$ cat src/rtl/sync_hunt_pkg.sv
package sync_hunt_pkg;
  typedef enum logic {
    ST_HUNT   = 1'b0,
    ST_LOCKED = 1'b1
  } hunt_state_e;
endpackage

$ cat src/rtl/sync_hunt_ctrl.sv
module sync_hunt_ctrl
  import sync_hunt_pkg::*;
#(
  parameter int DATA_W    = 8,
  parameter int SYNC_HITS = 2
) (
  input  logic              clk,
  input  logic              rst_n,
  input  logic              restart,
  input  logic [DATA_W-1:0] sync_char,
  input  logic              strip_en,
  input  logic              char_fire,
  input  logic [DATA_W-1:0] char_data,
  output logic              keep_char,
  output logic              rx_active,
  output logic              strip_on
);
  localparam int CNT_W = (SYNC_HITS < 2) ? 1 : $clog2(SYNC_HITS + 1);
  localparam logic [CNT_W-1:0] LAST_HIT = CNT_W'(SYNC_HITS - 1);

  hunt_state_e      state_q;
  logic [CNT_W-1:0] hits_q;
  logic             strip_q;
  logic             is_sync;

  assign is_sync   = (char_data == sync_char);
  assign rx_active = (state_q == ST_LOCKED);
  assign strip_on  = strip_q;
  assign keep_char = char_fire && !restart && rx_active && !(strip_q && is_sync);

  always_ff @(posedge clk or negedge rst_n) begin
    if (!rst_n) begin
      state_q <= ST_HUNT;
      hits_q  <= '0;
      strip_q <= 1'b0;
    end else if (restart) begin
      state_q <= ST_HUNT;
      hits_q  <= '0;
      strip_q <= 1'b0;
    end else if (char_fire) begin
      unique case (state_q)
        ST_HUNT: begin
          if (!is_sync) begin
            hits_q <= '0;
          end else if (hits_q == LAST_HIT) begin
            state_q <= ST_LOCKED;
            hits_q  <= '0;
            strip_q <= strip_en;
          end else begin
            hits_q <= hits_q + 1'b1;
          end
        end
        ST_LOCKED: begin
          if (strip_q && !is_sync) strip_q <= 1'b0;
        end
        default: state_q <= ST_HUNT;
      endcase
    end
  end

  // a restart leaves the block unlocked with stripping disarmed
  p_restart_clear_r8: assert property (@(posedge clk) disable iff (!rst_n)
    restart |=> (!rx_active && !strip_on));

  // stripping is only ever armed while locked
  p_strip_needs_lock_r5: assert property (@(posedge clk) disable iff (!rst_n)
    strip_on |-> rx_active);

  // a dropped leading sync keeps stripping armed
  p_strip_hold_r5: assert property (@(posedge clk) disable iff (!rst_n)
    (char_fire && strip_on && is_sync && !restart) |=> strip_on);

  // stripping ends on a non-sync character
  p_strip_end_r6: assert property (@(posedge clk) disable iff (!rst_n)
    (char_fire && strip_on && !is_sync && !restart) |=> !strip_on);
endmodule

$ cat src/rtl/sync_hunt_ostage.sv
module sync_hunt_ostage #(
  parameter int DATA_W = 8
) (
  input  logic              clk,
  input  logic              rst_n,
  input  logic              flush,
  input  logic              load,
  input  logic [DATA_W-1:0] load_data,
  input  logic              out_ready,
  output logic              out_valid,
  output logic [DATA_W-1:0] out_data,
  output logic              can_take
);
  logic              vld_q;
  logic [DATA_W-1:0] dat_q;

  assign can_take  = !vld_q || out_ready;
  assign out_valid = vld_q;
  assign out_data  = dat_q;

  always_ff @(posedge clk or negedge rst_n) begin
    if (!rst_n) begin
      vld_q <= 1'b0;
      dat_q <= '0;
    end else if (flush) begin
      vld_q <= 1'b0;
    end else if (load) begin
      vld_q <= 1'b1;
      dat_q <= load_data;
    end else if (out_ready) begin
      vld_q <= 1'b0;
    end
  end

  // a flush empties the stage
  p_flush_empty_r8: assert property (@(posedge clk) disable iff (!rst_n)
    flush |=> !out_valid);

  // a stalled character is held unchanged
  p_stall_hold_r10: assert property (@(posedge clk) disable iff (!rst_n)
    (out_valid && !out_ready && !flush) |=> (out_valid && $stable(out_data)));
endmodule

$ cat src/rtl/sync_hunt_top.sv
module sync_hunt_top #(
  parameter int DATA_W    = 8,
  parameter int SYNC_HITS = 2
) (
  input  logic              clk,
  input  logic              rst_n,
  input  logic              rx_en,
  input  logic              resync,
  input  logic [DATA_W-1:0] sync_char,
  input  logic              strip_en,
  input  logic              in_valid,
  output logic              in_ready,
  input  logic [DATA_W-1:0] in_data,
  output logic              out_valid,
  input  logic              out_ready,
  output logic [DATA_W-1:0] out_data,
  output logic              rx_active,
  output logic              strip_on
);
  logic restart;
  logic char_fire;
  logic keep_char;
  logic can_take;

  assign restart   = resync || !rx_en;
  assign in_ready  = can_take;
  assign char_fire = in_valid && can_take;

  sync_hunt_ctrl #(
    .DATA_W    (DATA_W),
    .SYNC_HITS (SYNC_HITS)
  ) ctrl_i (
    .clk       (clk),
    .rst_n     (rst_n),
    .restart   (restart),
    .sync_char (sync_char),
    .strip_en  (strip_en),
    .char_fire (char_fire),
    .char_data (in_data),
    .keep_char (keep_char),
    .rx_active (rx_active),
    .strip_on  (strip_on)
  );

  sync_hunt_ostage #(
    .DATA_W (DATA_W)
  ) ostage_i (
    .clk       (clk),
    .rst_n     (rst_n),
    .flush     (restart),
    .load      (keep_char),
    .load_data (in_data),
    .out_ready (out_ready),
    .out_valid (out_valid),
    .out_data  (out_data),
    .can_take  (can_take)
  );

  // a kept character is presented one clock after acceptance
  p_latency_r11: assert property (@(posedge clk) disable iff (!rst_n)
    keep_char |=> (out_valid && out_data == $past(in_data)));

  // disabled receiver never reports lock
  p_disabled_r9: assert property (@(posedge clk) disable iff (!rst_n)
    !rx_en |=> !rx_active);
endmodule

$ cat config.mk
export PLATFORM = sky130hd
export DESIGN_NAME = sync_hunt_top
export DESIGN_NICKNAME = d
export VERILOG_FILES = /design/src/rtl/sync_hunt_pkg.sv /design/src/rtl/sync_hunt_ctrl.sv /design/src/rtl/sync_hunt_ostage.sv /design/src/rtl/sync_hunt_top.sv
export SDC_FILE = /design/constraint.sdc
export NUM_CORES = 1
export LEC_CHECK = 0
export ABC_AREA = 1
export BUFFER_PORTS_ARGS = -buffer_cell sky130_fd_sc_hd__buf_4
export CORE_MARGIN = 2
export CORE_UTILIZATION = 40
export DETAILED_ROUTE_END_ITERATION = 6
export GPL_ROUTABILITY_DRIVEN = 0
export PLACE_DENSITY = 0.73
export SYNTH_ARGS = -nofsm -noshare
export SYNTH_HDL_FRONTEND = slang
export SYNTH_SLANG_ARGS = --single-unit
$ cat constraint.sdc
create_clock -name clk -period 1.03 [get_ports clk]
set_input_delay 0.0515 -clock clk [delete_from_list [all_inputs] [get_ports clk]]
set_output_delay 0.0515 -clock clk [all_outputs]
set_load 0.02 [all_outputs]
### Word level (Yosys, flattened, before mapping)

Cells that the tools add are included.

| cells by class | value |
|---|---|
| equality and inequality tests | 6 |
| bitwise logic cells | 2 |
| add/sub/neg operators | 1 |
| multiplexer cells | 19 |
| reduce and logical (&&, ||, !) cells | 18 |

Operators with widths:

| cell | number |
|---|---|
| 1-bit 2-to-1 mux | 13 |
| 2-bit 2-to-1 mux | 5 |
| 8-bit equality test | 1 |
| 1-bit logical AND | 6 |
| 3-bit by 1-bit != test with 1-bit output, second input constant | 2 |
| 1-bit logical NOT | 5 |
| 2-bit AND reduction | 2 |
| 4-bit AND reduction | 1 |
| 3-bit by 2-bit != test with 1-bit output, second input constant | 1 |
| 3-bit nonzero test | 1 |
| 2-bit by 1-bit adder with 2-bit output, second input constant | 1 |
| 2-bit by 1-bit equality test with 1-bit output, second input constant | 1 |
| 1-bit logical OR | 2 |
| 2-bit by 1-bit != test with 1-bit output, second input constant | 1 |
| 1-bit NOT | 2 |
| 1-bit case mux with 2 select lines | 1 |
| 2-bit nonzero test | 1 |

| word-level totals | value |
|---|---|
| register bits after elaboration | 13 |
| output and inout bits | 12 |
| input port bits | 23 |
| word-level logic and storage cells | 51 |

### Logic depth before layout (Yosys ltp)

| logic depth | value |
|---|---|
| word-level depth | 8 |
| depth in mapped cells | 12 |
| gate-level depth less buffers | 11 |

### Modules after synthesis

A second synthesis with hierarchy kept.

| second synthesis, totals | value |
|---|---|
| cells, all modules | 124 |
| area, all modules | 798.3 um^2 |

Modules (own cells, without submodules):

| module | times used | seq. area each (um^2) | area an instance (um^2) | cells each |
|---|---|---|---|---|
| sync_hunt_ctrl | 1 | 100.1 | 415.4 | 80 |
| sync_hunt_ostage | 1 | 225.2 | 367.9 | 40 |
| sync_hunt_top | 1 | 0.0 | 15.0 | 4 |

### Worst setup path after synthesis

OpenSTA, ideal clock, no wires.

| timing | value |
|---|---|
| path type | register -> register |
| start | register ostage_i.vld_q, in the netlist ostage_i.out_valid |
| end | register ostage_i.dat_q[1], in the netlist ostage_i.out_data[1] |
| period minus slack after synthesis | 1,441 ps |
| required time | 913 ps |
| library setup time | 117 ps |
| buffers on the path | 1 |
| cell stages (with the launch flop) | 8 |
| setup slack | -411 ps |
| arrival | 1,324 ps |
| cells stage by stage | dfrtp_1 > nand2_1 > nand2_1 > nor2_4 > nand2_4 > buf_6 > nand2_2 > o21ai_2 |

| on the way | value |
|---|---|
| longest elaborated chain between the ends | 7 |

RTL lines:

| what | RTL line | text |
|---|---|---|
| start: declaration | sync_hunt_ostage.sv:14 | `logic vld_q;` |
| start signal: assignment | sync_hunt_ostage.sv:23 | `vld_q <= 1'b0;` |
| start signal: assignment | sync_hunt_ostage.sv:26 | `vld_q <= 1'b0;` |
| start signal: assignment | sync_hunt_ostage.sv:28 | `vld_q <= 1'b1;` |
| 1-bit logical NOT | sync_hunt_ostage.sv:17 | `assign can_take = !vld_q \|\| out_ready;` |
| 1-bit logical OR | sync_hunt_ostage.sv:17 |  |
| via in_ready | sync_hunt_top.sv:12 | `output logic in_ready,` |
| 1-bit logical AND | sync_hunt_top.sv:27 | `assign char_fire = in_valid && can_take;` |
| 1-bit logical AND (3 in series) | sync_hunt_ctrl.sv:29 | `assign keep_char = char_fire && !restart && rx_active && !(strip_q && is_sync);` |
| 2-bit AND reduction (no source line) | - |  |
| end signal: assignment | sync_hunt_ostage.sv:29 | `dat_q <= load_data;` |
| end: declaration | sync_hunt_ostage.sv:15 | `logic [DATA_W-1:0] dat_q;` |

The timed path passes the listed nets, and every way through them passes these cells.
A chain may end at the register's enable or synchronous reset.

### Worst setup path in the final report

| timing | value |
|---|---|
| start | register ostage_i.vld_q, in the netlist ostage_i.out_valid |
| end | register ostage_i.dat_q[2], in the netlist ostage_i.out_data[2] |

| on the way | value |
|---|---|
| longest elaborated chain between the ends | 7 |

RTL lines:

| what | RTL line |
|---|---|
| 1-bit logical NOT | sync_hunt_ostage.sv:17 |
| 1-bit logical OR | sync_hunt_ostage.sv:17 |
| 1-bit logical AND | sync_hunt_top.sv:27 |
| 1-bit logical AND (3 in series) | sync_hunt_ctrl.sv:29 |
| 2-bit AND reduction (no source line) | - |

Every way passes these cells.

==> summary.txt <==
Htree depth: 1
P per Cell Area: 826.5 nW/µm²
GRT Total Usage: 19.65%
Max_slew headroom: 86.29%
Req. time, crit path: 1250 ps
Number of remaining DRC errors: 0
Syn Area/Cell: 7.558 µm²
Critical Path AT: 1310 ps
Synthesized Nets: 121
Count leader, synth: nand2_1
Drt first pass iters: 4
Sequential fraction of the synthesis area: 43.92%
RSZ-0062 raised after global routing: true
Number of synthesized register bits: 13
Leakage: 0.6780 nW
Net Sw Frac: 24.65%
Clock power frac: 31.1%
Fin crit share: 106.2%
Synth top area share: 43.92%
DRT iter0 DRCs: 7
Fmax: 914.5 MHz
Sequential power share: 50.2%
CTS root buffer: clkbuf_4
P&R area growth vs syn: 66.89%
Clk slew on worst S/H paths: 80 ps
Setup ws final: -63.50 ps
Most used DFF post-synth: dfrtp_1
Total grt overflow: 0
Clock latency on the worst-skew pair: 280 ps
Tot Pwr: 1.022 mW
Total Wirelength: 1.904 mm
Comb power frac: 18.7%
Die Wd: 47.03 µm
Final setup vio count: 12
Max FO, Critical Path: 5
Routed vias/inst: 4.472
Crit-path max cell delay: 420 ps
Finished Cell Area: 1236 µm²
Post-synth top area cell: dfrtp_1
First-pass GRT wire length: 3.029 mm
Antenna violations before repair: 0
FF/Latch Area: 327.8 µm²
P_sw: 0.2518 mW
Fin. Hold Viols: 0
Worst path slowest cell: dfrtp_2
VDD IR max: 768.7 µV
P_int: 0.7699 mW
Slew @ Worst Pin: 203.4 ps
Antenna cells: 0
Layout cells sized above 1: 52.98%
Total CTS buffers: 3
Most used cell, CP: nand2_4
Largest net degree at the start of global routing: 14
Vias in the first global route: 735
Crit-path cells: nand2_4, nand2_4, nor2_4, buf_6, nand3_1, nand2_1
Detailed placer's ending HPWL: 1.414 mm
Post-synth EDFFs: 0
TritonCTS clock tree: built
I/O pins: 35
WL/cell: 10.82 µm
Layout Nets: 175
Die area: 2212 µm²
IO buf count: 34
Failing checks: setup timing
CTS sink cnt: 13
# rows: 15
Yosys Warn Count: 0
Multi-input gate area: 420.4 µm²
HP Class: input port to register
Startpoint types: register
Worst clock skew: 3.619 ps
Crit path kind: register to register
DR vias: 787
Synth Instances: 98
Commonest cells post-synth: 35 x nand2_1, 13 x dfrtp_1, 10 x nor2_1, 8 x inv_1, 7 x nand3_1
Max cap viols: 0
Antenna Nets Post-Route: 0
Async S/R FF share, synth: 100.0%
Area of the mapped netlist: 740.7 µm²
Filler cell count: 149
Outcome: finished with violations
Top cells by area, synth: dfrtp_1 44%, nand2_1 18%, xnor2_1 5.9%, nor2_1 5.1%, nand3_1 4.7%
Placed standard-cell area: 1139 µm²
Die H: 47.03 µm
Crit. End Element: register
Final min period: 1093 ps
Core ar.: 1727 µm²
Initial cell density of the core: 42.90%
Final Slew Violations: 0
Library cells used by synthesis: 16
Clock tree buffer depth: 2
[flip-flops by register name, indices dropped and copies added (netlist names)]
register	cells
ostage_i.out_data	8
ctrl_i.rx_active	1
ostage_i.out_valid	1
ctrl_i.strip_on	1
ctrl_i.hits_q	2
[power groups by stage]
stage	clock network [mW]	registers (mW)	logic [mW]
4_1_cts	0.323	0.513	0.187
3_3_place_gp	0	0.523	0.178
2_1_floorplan	0	0.523	0.0628
5_1_grt	0.348	0.514	0.212
3_5_place_dp	0	0.523	0.181
6_report	0.318	0.513	0.191
[stage by stage]
| step | TNS, ps | worst slack (ps) | hold slack, ps | util [%] | instances |
|---|---|---|---|---|---|
| after CTS | -160.7 | -50.42 | 34.65 | 68.62 | 175 |
| after floorplan | -1558 | -169.3 | -244.1 | - | 98 |
| after detailed placement | -695.8 | -93.12 | -91.40 | 65.94 | 170 |
| after global placement | -359.0 | -54.70 | -94.83 | 65.94 | 170 |
| after global routing | -1123 | -118.6 | 36.27 | 71.59 | 176 |
| final | -481.5 | -63.50 | 25.92 | 71.59 | 176 |
[what timing repair did]
item | 4_1_cts | 5_1_grt
hold buffers | 1 | 0
endpoints found under the setup margin | 8 | 15
setup buffers | 0 | 0
resized for setup | 3 | 13
pin swaps | 1 | 3
cloned | 0 | 1
hold endpoints to repair | 13 | 0
[layout by cell type (no fill, tap or decap), types with 2 or more instances in the layout]
cell and count:
clkbuf_4 3, nand2_1 28, buf_4 44, dfrtp_1 11
nor2_4 2, inv_2 4, xnor2_1 5, inv_1 8
dfrtp_2 2, nand2_2 8, nand3_2 3, nand3_1 4
o21ai_0 2, nor2_1 9, buf_6 4, nand2_4 5
o21ai_2 3
[cell families (layout without fill, tap and decap cells)]
kind of cell | after synthesis | in the layout | share of synthesized area, %
AOI/OAI and AO/OA | 7 | 7 | 6.249
DFF | 13 | 13 | 43.92
and+or+nand+nor | 60 | 61 | 36.32
buffers and inverters | 13 | 65 | 7.601
xor gates and xnor gates | 5 | 5 | 5.912
[final timing paths]
check,from,endpoint,slack (ps),depth (start not counted)
min in group asynchronous,rst_n,ostage_i.out_data[2],150,2
worst min register to register,ostage_i.out_data[0],ostage_i.out_data[0],480,2
worst max register to register,ostage_i.out_valid,ostage_i.out_data[2],-60,6
worst max-delay path,ostage_i.out_valid,ostage_i.out_data[2],-60,6
max in group asynchronous,rst_n,ostage_i.out_valid,700,2
worst min-delay path,in_data[3],ostage_i.out_data[3],30,3
[cell type report]
| type | instances | area share [%] |
|---|---|---|
| multi-input combinational | 73 | 34.01 |
| timing repair buffer | 49 | 31.17 |
| sequential | 13 | 26.52 |
| inverter | 12 | 3.644 |
| tap | 25 | 2.530 |
| clock buffer | 4 | 2.125 |
[worst max-delay path: cells and delay by family, from the launching register on]
| kind | cells | cell delay, ps |
|---|---|---|
| simple gates | 5 | 470 |
| flops | 1 | 420 |
| buf+inv | 1 | 150 |
[per-layer routing]
layer	global-route usage (%)	vias up	share of wire [%]
met1	23.98	360	43
li1	-	405	-
met2	33.70	18	51
met3	5.000	4	4.1
met5	0	-	0
met4	6.667	0	1.4
Power figures use the tool's default switching activity.
